[config.mk]
export PLATFORM = sky130hd
export DESIGN_NAME = wspi_entry_seq
export DESIGN_NICKNAME = d
export VERILOG_FILES = /design/src/rtl/wspi_entry_seq.sv
export SDC_FILE = /design/constraint.sdc
export NUM_CORES = 1
export LEC_CHECK = 0
export ABC_AREA = 1
export BUFFER_PORTS_ARGS = -buffer_cell sky130_fd_sc_hd__buf_2
export CORE_ASPECT_RATIO = 1.4
export CORE_UTILIZATION = 35
export CTS_BUF_LIST = sky130_fd_sc_hd__clkbuf_16
export DETAILED_ROUTE_END_ITERATION = 8
export GPL_TIMING_DRIVEN = 0
export SKIP_LAST_GASP = 1
export SYNTH_ARGS = -nofsm -noshare
export SYNTH_HDL_FRONTEND = slang
export SYNTH_SLANG_ARGS = --single-unit
[constraint.sdc]
create_clock -name clk -period 1.8 [get_ports clk]
set_input_delay 0.36 -clock clk [delete_from_list [all_inputs] [get_ports clk]]
set_output_delay 0.36 -clock clk [all_outputs]
set_load 0.05 [all_outputs]
[src/rtl/wspi_entry_seq.sv]
module wspi_entry_seq #(
  parameter int HALF     = 2,
  parameter int BUSY_LEN = 3
) (
  input  logic clk,
  input  logic rst_n,
  input  logic start,
  input  logic init_sel,
  output logic sclk,
  output logic mosi,
  output logic cs_n,
  output logic done
);
  localparam int TW = (HALF > 1) ? $clog2(HALF) : 1;
  localparam logic [TW-1:0] TMAX = TW'(HALF - 1);
  localparam logic [2:0] BL = 3'(BUSY_LEN);
  localparam logic [7:0] CFG = {5'b0, BL};
  localparam logic [7:0] FLG = {(BL != 3'd0), 7'b1111001};
  localparam logic [39:0] BODY = {8'h40, 8'h00, 8'h00, CFG, FLG};

  function automatic logic [6:0] crc7(input logic [39:0] d);
    logic [6:0] c;
    logic fb;
    c = 7'd0;
    for (int i = 39; i >= 0; i--) begin
      fb = c[6] ^ d[i];
      c  = {c[5:0], 1'b0};
      if (fb) c = c ^ 7'h09;
    end
    return c;
  endfunction

  localparam logic [63:0] INIT_FRAME = {16'hFFFF, BODY, crc7(BODY), 1'b1};
  localparam logic [63:0] RST_FRAME  = '1;

  typedef enum logic [2:0] {S_IDLE, S_FRAME, S_HOLD, S_TAIL, S_DONE} st_t;

  st_t           st;
  logic [63:0]   sr;
  logic [5:0]    cnt;
  logic          ph;
  logic          mode;
  logic [TW-1:0] tmr;
  logic          tick;

  assign tick = (tmr == '0);
  assign sclk = ph & ((st == S_FRAME) | (st == S_TAIL));
  assign mosi = (st == S_TAIL) ? 1'b1 : ((st == S_FRAME) | (st == S_HOLD)) ? sr[63] : 1'b0;
  assign cs_n = !((st == S_FRAME) | (st == S_HOLD));
  assign done = (st == S_DONE);

  always_ff @(posedge clk or negedge rst_n) begin
    if (!rst_n) begin
      st   <= S_IDLE;
      sr   <= '0;
      cnt  <= '0;
      ph   <= 1'b0;
      mode <= 1'b0;
      tmr  <= '0;
    end else begin
      tmr <= tick ? TMAX : tmr - 1'b1;
      case (st)
        S_IDLE: if (start) begin
          st   <= S_FRAME;
          sr   <= init_sel ? INIT_FRAME : RST_FRAME;
          mode <= init_sel;
          cnt  <= '0;
          ph   <= 1'b0;
          tmr  <= TMAX;
        end
        S_FRAME: if (tick) begin
          ph <= !ph;
          if (ph) begin
            if (cnt == 6'd63) st <= S_HOLD;
            else begin
              cnt <= cnt + 1'b1;
              sr  <= {sr[62:0], 1'b0};
            end
          end
        end
        S_HOLD: if (tick) begin
          st  <= mode ? S_TAIL : S_DONE;
          cnt <= '0;
          ph  <= 1'b0;
        end
        S_TAIL: if (tick) begin
          ph <= !ph;
          if (ph) begin
            if (cnt == 6'd31) st <= S_DONE;
            else cnt <= cnt + 1'b1;
          end
        end
        S_DONE: st <= S_IDLE;
        default: st <= S_IDLE;
      endcase
    end
  end

  AST_MOSI_STABLE: assert property (@(posedge clk) disable iff (!rst_n)
    (sclk && $past(sclk)) |-> $stable(mosi)) else $error("mosi moved during sclk high");
  AST_TAIL_MOSI: assert property (@(posedge clk) disable iff (!rst_n)
    (cs_n && sclk) |-> mosi) else $error("trailing clock with mosi low");
  AST_DONE_PULSE: assert property (@(posedge clk) disable iff (!rst_n)
    done |=> !done) else $error("done wider than one cycle");
  AST_DONE_IDLE: assert property (@(posedge clk) disable iff (!rst_n)
    done |-> (cs_n && !sclk)) else $error("done with bus active");
  AST_START_IGNORED: assert property (@(posedge clk) disable iff (!rst_n)
    (start && st != S_IDLE && st != S_DONE) |=> (st != S_IDLE)) else $error("busy sequence aborted");
  AST_CNT_BOUND: assert property (@(posedge clk) disable iff (!rst_n)
    (st == S_TAIL) |-> (cnt <= 6'd31)) else $error("tail count overrun");
endmodule

=== Yosys cells after proc, flatten, opt, wreduce, memory -nomap -nowiden ===
Index checks and enable logic that the tools add are counted.

* Flip-flop bits (word level): 76
* Input bits: 4
* Output and inout bits: 4
* Word-level logic and storage cells: 74

* Add/sub/neg operators: 2
* Equal/unequal tests: 17
* Multiplexer cells: 34
* Bitwise logic cells: 3
* Reduce and logical (&&, ||, !) cells: 12

{| class="wikitable"
|+ Operator list
! cell !! count
|-
| $mux W64 || 4
|-
| $pmux W64 S2 || 1
|-
| $mux W48 || 1
|-
| $mux W6 || 8
|-
| $mux W3 || 9
|-
| $pmux W6 S4 || 1
|-
| $ne A2 B2 Y1 const B || 9
|-
| $pmux W3 S4 || 1
|-
| $reduce_and A9 Y1 || 1
|-
| $mux W1 || 8
|-
| $reduce_and A8 Y1 || 1
|-
| $add A6 B1 Y6 const B || 1
|-
| $eq A3 B2 Y1 const B || 2
|-
| $eq A6 B5 Y1 const B || 1
|-
| $eq A6 B6 Y1 const B || 1
|-
| $reduce_and A5 Y1 || 1
|-
| $ne A2 B1 Y1 const B || 2
|-
| $reduce_and A4 Y1 || 1
|-
| $reduce_bool A4 Y1 || 1
|-
| $eq A3 B1 Y1 const B || 1
|-
| $eq A3 B3 Y1 const B || 1
|-
| $logic_not A3 Y1 || 1
|-
| $pmux W1 S3 || 1
|-
| $reduce_bool A3 Y1 || 1
|-
| other kinds (7) || 9
|}

=== Depth between registers and ports, before layout ===
Gate-level depths: netlist of run 1.

* Depth after elaboration: 5
* Gate-level depth with buffers: 10
* Mapped depth without buffers: 8

=== Least setup slack after synthesis of run 1 ===
Ideal clock, no wire load.

* Path kind: register to output
* Start: register st[0]
* End: output port sclk
* Arrival: 1.564 ns
* Data required time: 1.440 ns
* Setup slack: -0.124 ns
* Cell stages (with the launch flop): 8
* Cells stage by stage: dfrtp_1 buf_2 nand2_1 nor2_1 inv_1 nand2_1 inv_1 nor2_1

* Cells in the longest elaborated chain, start to end: 3
* Elaborated cells between the ends (all ways): 4
* Classes of those cells: 2 x eq/ne; 2 x bitwise

{| class="wikitable"
|+ Ends and longest elaborated chain
! item !! line !! RTL
|-
| start, declared || 38 || <nowiki>st_t st;</nowiki>
|-
| start signal, assigned || 82 || <nowiki>st <= mode ? S_TAIL : S_DONE;</nowiki>
|-
| $eq A3 B1 Y1 or $eq A3 B2 Y1 (tied branches) || 47 || <nowiki>assign sclk = ph & ((st == S_FRAME) | (st == S_TAIL));</nowiki>
|-
| $or A1 B1 Y1 * || 47 ||
|-
| $and A1 B1 Y1 * || 47 ||
|-
| end, declared || 9 || <nowiki>output logic sclk,</nowiki>
|}

Every way passes the cells marked *; elsewhere a longest branch is shown, timed or not.

=== Worst setup path after layout of run 1 ===
* Start: register st[2]
* End: output port sclk

Same word-level chain as after synthesis.

==> flow_summary.json, run 1 <==
{
  "power.density_mw_per_mm2": 1990,
  "async_reset_ff_share_pct": 100,
  "htreeDepth": 3,
  "antenna-diode-count": 0,
  "hold_end": "mode",
  "synth_common_cells": "nand2_1 (248), dfrtp_1 (76), nor2_1 (42), o21ai_0 (41), inv_1 (16)",
  "maxCapViolations": 0,
  "layout.nets": 512,
  "synth_edf_count": 0,
  "final_cell_area_mm2": 0.00435,
  "gp_congestion": 0.749,
  "outcome": "finished with violations",
  "min_from": "init_sel",
  "start_kind": "flop",
  "post_dp_cell_area_mm2": 0.00380,
  "timing.setup.tns_ns": -0.0672,
  "drt_wl_total_mm": 7.31,
  "syn_to_final_growth_pct": 22.0,
  "cp_max_fo": 4,
  "rsz0062_at_grt": "true",
  "r2r-end": "sr[32]",
  "antenna_found_initial": 0,
  "num-fill-cells": 1011,
  "multi_input_area_mm2": 0.00156,
  "final_hold_viol_count": 0,
  "insertion_delay_ns": 0.33,
  "root_buffer": "clkbuf_16",
  "numCtsBuffers": 9,
  "relSlewSlack_pct": 70.2,
  "avgRoutedWirePerCell_um": 11.3,
  "grt_max_degree": 60,
  "timing.fmax_mhz": 542,
  "tightest_slew_ns": 0.447,
  "yosysMostFrequentCell": "nand2_1",
  "synthTopCellsByArea": "dfrtp_1 (53%), nand2_1 (26%), o21ai_0 (5.8%), nor2_1 (4.4%), inv_1 (1.7%)",
  "ys_seq_area_share_pct": 53.4,
  "drt_pass1_iterations": 5,
  "finalCritPeriodShare_pct": 103,
  "synth_flop_cell": "dfrtp_1",
  "vias": 2981,
  "synthDominantCellAreaShare_pct": 53.4,
  "path_class": "reg -> out",
  "ir_drop_mv": 0.662,
  "synth_cells": 473,
  "drive_gt1_share_pct": 16.2,
  "grt_pass1_vias": 2850,
  "design.portCount": 8,
  "whs_path_depth": 3,
  "gr-total-overflow": 0,
  "drc": 0,
  "start_util_pct": 36.0,
  "io_buffers": 7,
  "area.sequential_mm2": 0.00190,
  "hp-class": "in -> reg",
  "hpwl_mm": 4.69,
  "core_area_mm2": 0.00990,
  "die_h_um": 121,
  "finalCriticalPeriod_ns": 1.85,
  "syn-num-nets": 478,
  "pre_cts_slack_ns": -0.0966,
  "vias_per_cell": 4.61,
  "cp.required_ns": 1.44,
  "drt_iter0_markers": 162,
  "row_count": 43,
  "drv_slew": 0,
  "leakage_uw": 0.00228,
  "cp.arrival_ns": 1.49,
  "ant_nets": 0,
  "track_usage_pct": 15.3,
  "cts_buffer_depth": 2,
  "r2r_start": "st[2]",
  "synth_area_mm2": 0.00356,
  "grt_pass1_wl_mm": 12.7,
  "die_w_um": 87.3,
  "failed_checks": "negative setup slack",
  "cts_tree": "built",
  "final-setup-viol-count": 2,
  "synth-seq-cells": 76,
  "clk_pin_slew_ns": 0.06,
  "skew_ns": 0.00600,
  "yosysUniqueCellTypes": 23,
  "yosys_warnings": 0,
  "finalWorstSetupSlack_ns": -0.0467,
  "ff2ff_path_depth": 11,
  "die_area_mm2": 0.0106,
  "clock-sinks": 76,
  "rrSetupSlack_ns": 0.10,
  "end_kind": "output port",
  "yosysTopAreaCell": "dfrtp_1",
  "syn_avg_cell_area_um2": 7.53
}
## worst max path at each step
stage / cells past startpoint / endpoint / from
floorplan: 6 / mosi / st[2]
global placement: 1 / cnt[3] / rst_n
detailed placement: 7 / mosi / st[1]
CTS: 7 / mosi / st[1]
global route: 7 / sclk / st[2]
finish: 7 / sclk / st[2]
## stage by stage
step | util [%] | power [uW] | cells | hold WS [ns]
final | 43.9 | 8660 | 647 | 0.370
after detailed placement | 38.4 | 6390 | 616 | 0.253
after CTS | 42.8 | 8510 | 642 | 0.328
after global placement | 38.1 | 6250 | 615 | 0.449
after global routing | 43.9 | 9440 | 647 | 0.383
after floorplan | - | 5530 | 473 | 0.0644
## critical path: stages, from the launching register on
cell and delay, ns:
dfrtp_2 0.46, buf_4 0.16, nor2_4 0.12, inv_2 0.06, nand2_1 0.07, inv_2 0.05, nor2_4 0.09, buf_8 0.15
## per-layer routing
layer,routed length (um),up-vias,GRT usage (%)
li1,-,1527,-
met1,3520,1431,18.8
met2,3620,19,25.7
met3,99,4,2.86
met4,67,0,6.76
met5,0,-,0
## repair_timing
| item | CTS | global route |
|---|---|---|
| gates cloned | 0 | 1 |
| setup endpoints to repair | 18 | 42 |
| setup buffers | 9 | 4 |
| hold endpoints to repair | 17 | 0 |
| resized for setup | 25 | 24 |
| hold buffers | 1 | 0 |
| pin swaps | 7 | 7 |
## sequential cells by signal (all words and copies together) (netlist names)
signal	flops
mode	1
st	3
cnt	6
ph	1
sr	64
tmr	1
## kinds of logic after synthesis
| group | Yosys count | share of synthesized area, % |
|---|---|---|
| compound gates | 43 | 6.22 |
| xor+xnor | 1 | 0.246 |
| fa+ha+maj | 1 | 0.351 |
| buf+inv | 42 | 5.41 |
| flops | 76 | 53.4 |
| simple gates | 310 | 34.4 |
## layout make-up
cell class                      count  share of cell area [%]
Buffer                             23                    3.28
Clock buffer                        9                    5.18
Clock inverter                      7                    1.55
Inverter                           19                    1.87
Multi-Input combinational cell    356                    35.8
Sequential cell                    76                    43.8
Tap cell                          135                    3.89
Timing Repair Buffer               22                    4.58
## placed cells by master (no fill, tap or decap)
cell,netlist,layout
buf_6,1,3
buf_8,0,3
inv_6,0,1
inv_2,2,4
nand2_1,248,243
nor2_4,1,5
dfrtp_1,76,74
xor2_1,1,1
nand2_2,1,3
inv_8,0,1
dfrtp_2,0,2
clkbuf_16,0,9
nor2_2,2,1
clkinv_2,0,2
bufinv_16,0,1
ha_2,0,1
buf_4,4,18
buf_16,0,1
clkinvlp_4,0,2
o21ai_4,0,1
nand4_1,3,3
nand2_4,2,6
nand3_1,7,6
o21a_1,1,1
buf_2,8,10
nor2_1,42,39
dlygate4sd3_1,0,1
nand3_2,2,2
inv_1,16,14
nor3_1,2,2
nand3_4,0,1
o21ai_0,41,41
inv_4,1,1
clkbuf_2,0,5
clkbuf_1,10,4
## where the power goes
part	switching (uW)	internal [uW]	leakage [uW]	total (uW)
logic	2480	1430	0.00120	3910
clock network	696	1070	0.000143	1760
registers	448	2530	0.000930	2980
No activity file was read; power rests on OpenSTA's default activity.
==> inputs of run 2 (changes only) <==
Settings changed: REMOVE_ABC_BUFFERS set to 1.
==> flow_summary.json, run 2 (synthesized netlist as in run 1, its figures left out) <==
{
  "outcome": "finished, final reports clean",
  "dp_cells": 593,
  "area.sequential_mm2": 0.00191,
  "row_count": 43,
  "cp_max_fo": 4,
  "layout_commonest_cell": "nand2_1",
  "power.density_mw_per_mm2": 2020,
  "ir_drop_mv": 0.664,
  "hold_ws_ns": 0.372,
  "timing.setup.tns_ns": 0,
  "ant_nets": 0,
  "syn_to_final_growth_pct": 23.1,
  "cp.arrival_ns": 1.44,
  "hp-class": "in -> reg",
  "drive_gt1_share_pct": 14.9,
  "skew_ns": 0.00495,
  "maxCapViolations": 0,
  "numCtsBuffers": 9,
  "leakage_uw": 0.00225,
  "root_buffer": "clkbuf_16",
  "relSlewSlack_pct": 74.4,
  "final_hold_viol_count": 0,
  "io_buffers": 7,
  "finalCriticalPeriod_ns": 1.80,
  "drt_pass1_iterations": 4,
  "vias_per_cell": 4.81,
  "die_area_mm2": 0.0106,
  "die_w_um": 87.3,
  "clock-sinks": 76,
  "finalNonFillerCells": 632,
  "hpwl_mm": 3.87,
  "grt_max_degree": 54,
  "cts_buffer_depth": 2,
  "design.portCount": 8,
  "die_h_um": 121,
  "avgRoutedWirePerCell_um": 12.8,
  "clk_pin_slew_ns": 0.05,
  "multi_input_area_mm2": 0.00164,
  "start_kind": "flop",
  "insertion_delay_ns": 0.33,
  "antenna_found_initial": 0,
  "num-fill-cells": 996,
  "track_usage_pct": 16.8,
  "gp_congestion": 0.754,
  "final-setup-viol-count": 0,
  "grt_pass1_vias": 2870,
  "drv_slew": 0,
  "layout_common_cells": "nand2_1 (241), dfrtp_1 (72), nor2_1 (39), o21ai_0 (39), buf_4 (17)",
  "largest_registers": "sr (64), cnt (6), st (3)",
  "cp.required_ns": 1.44,
  "rsz0062_at_grt": "true",
  "drc": 0,
  "drt_wl_total_mm": 8.07,
  "gr-total-overflow": 0,
  "htreeDepth": 3,
  "largest_reg_flops": 64,
  "start_util_pct": 36.0,
  "finalCritPeriodShare_pct": 99.8,
  "drt_iter0_markers": 197,
  "antenna-diode-count": 0,
  "core_area_mm2": 0.00990,
  "cts_tree": "built",
  "layout.nets": 500,
  "end_kind": "output port",
  "top_register": "sr",
  "timing.fmax_mhz": 557,
  "path_class": "reg -> out",
  "rrSetupSlack_ns": 0.06,
  "vias": 3042,
  "grt_pass1_wl_mm": 13.7,
  "tightest_slew_ns": 0.384
}
==> run 2: worst paths after layout <==
path	depth (start not counted)	from	to
max	7	st[1]	mosi
min	3	init_sel	mode
max reg2reg	9	st[2]	sr[14]
min reg2reg	1	tmr	tmr
max in group asynchronous	3	rst_n	cnt[0]
min in group asynchronous	2	rst_n	sr[24]
==> run 2: metal layers <==
metal  track usage, %  vias up  wire, um
li1                 -     1500         -
met1             21.3     1474      3820
met2             27.2       49      3740
met5                0        -         0
met4             9.53        0       304
met3             2.31       19       205
==> run 2: layout make-up <==
cell class	instances	area share, %
multi-input combinational	360	37.4
tap	135	3.85
clock buffer	9	5.14
clock inverter	4	0.999
inverter	19	2.34
timing repair buffer	29	6.79
sequential	76	43.5
==> run 2: metrics by stage <==
| stage | power [uW] | util, % | cell area (um^2) | setup WS [ns] |
|---|---|---|---|---|
| 4_1_cts | 8560 | 42.8 | 4230 | -0.0000759 |
| 2_1_floorplan | 5280 | - | 3440 | -0.423 |
| 3_3_place_gp | 5970 | 36.8 | 3650 | -1.14 |
| 5_1_grt | 9620 | 44.3 | 4390 | -0.0362 |
| 6_report | 8870 | 44.3 | 4390 | 0.00340 |
| 3_5_place_dp | 6080 | 37.1 | 3680 | -1.14 |
==> run 2: power breakdown <==
group / internal [uW] / switching (uW) / total, uW
Combinational: 1510 / 2660 / 4170
Clock: 1040 / 657 / 1700
Sequential: 2540 / 462 / 3000
Total: 5090 / 3780 / 8870
==> run 2: critical path, cell delays in order, from the launching register on <==
cell     delay [ns]
dfrtp_2        0.43
inv_2          0.06
nor2_2         0.20
nand2_4        0.08
nand2_4        0.07
nand2_2        0.05
nand2_2        0.07
buf_8          0.14
==> run 2: what timing repair did <==
action	in CTS	in global routing
gates cloned	5	0
pin swaps	7	9
resized for setup	31	19
hold buffers	1	0
hold endpoints to repair	23	0
buffers inserted	11	9
setup endpoints to repair	73	72
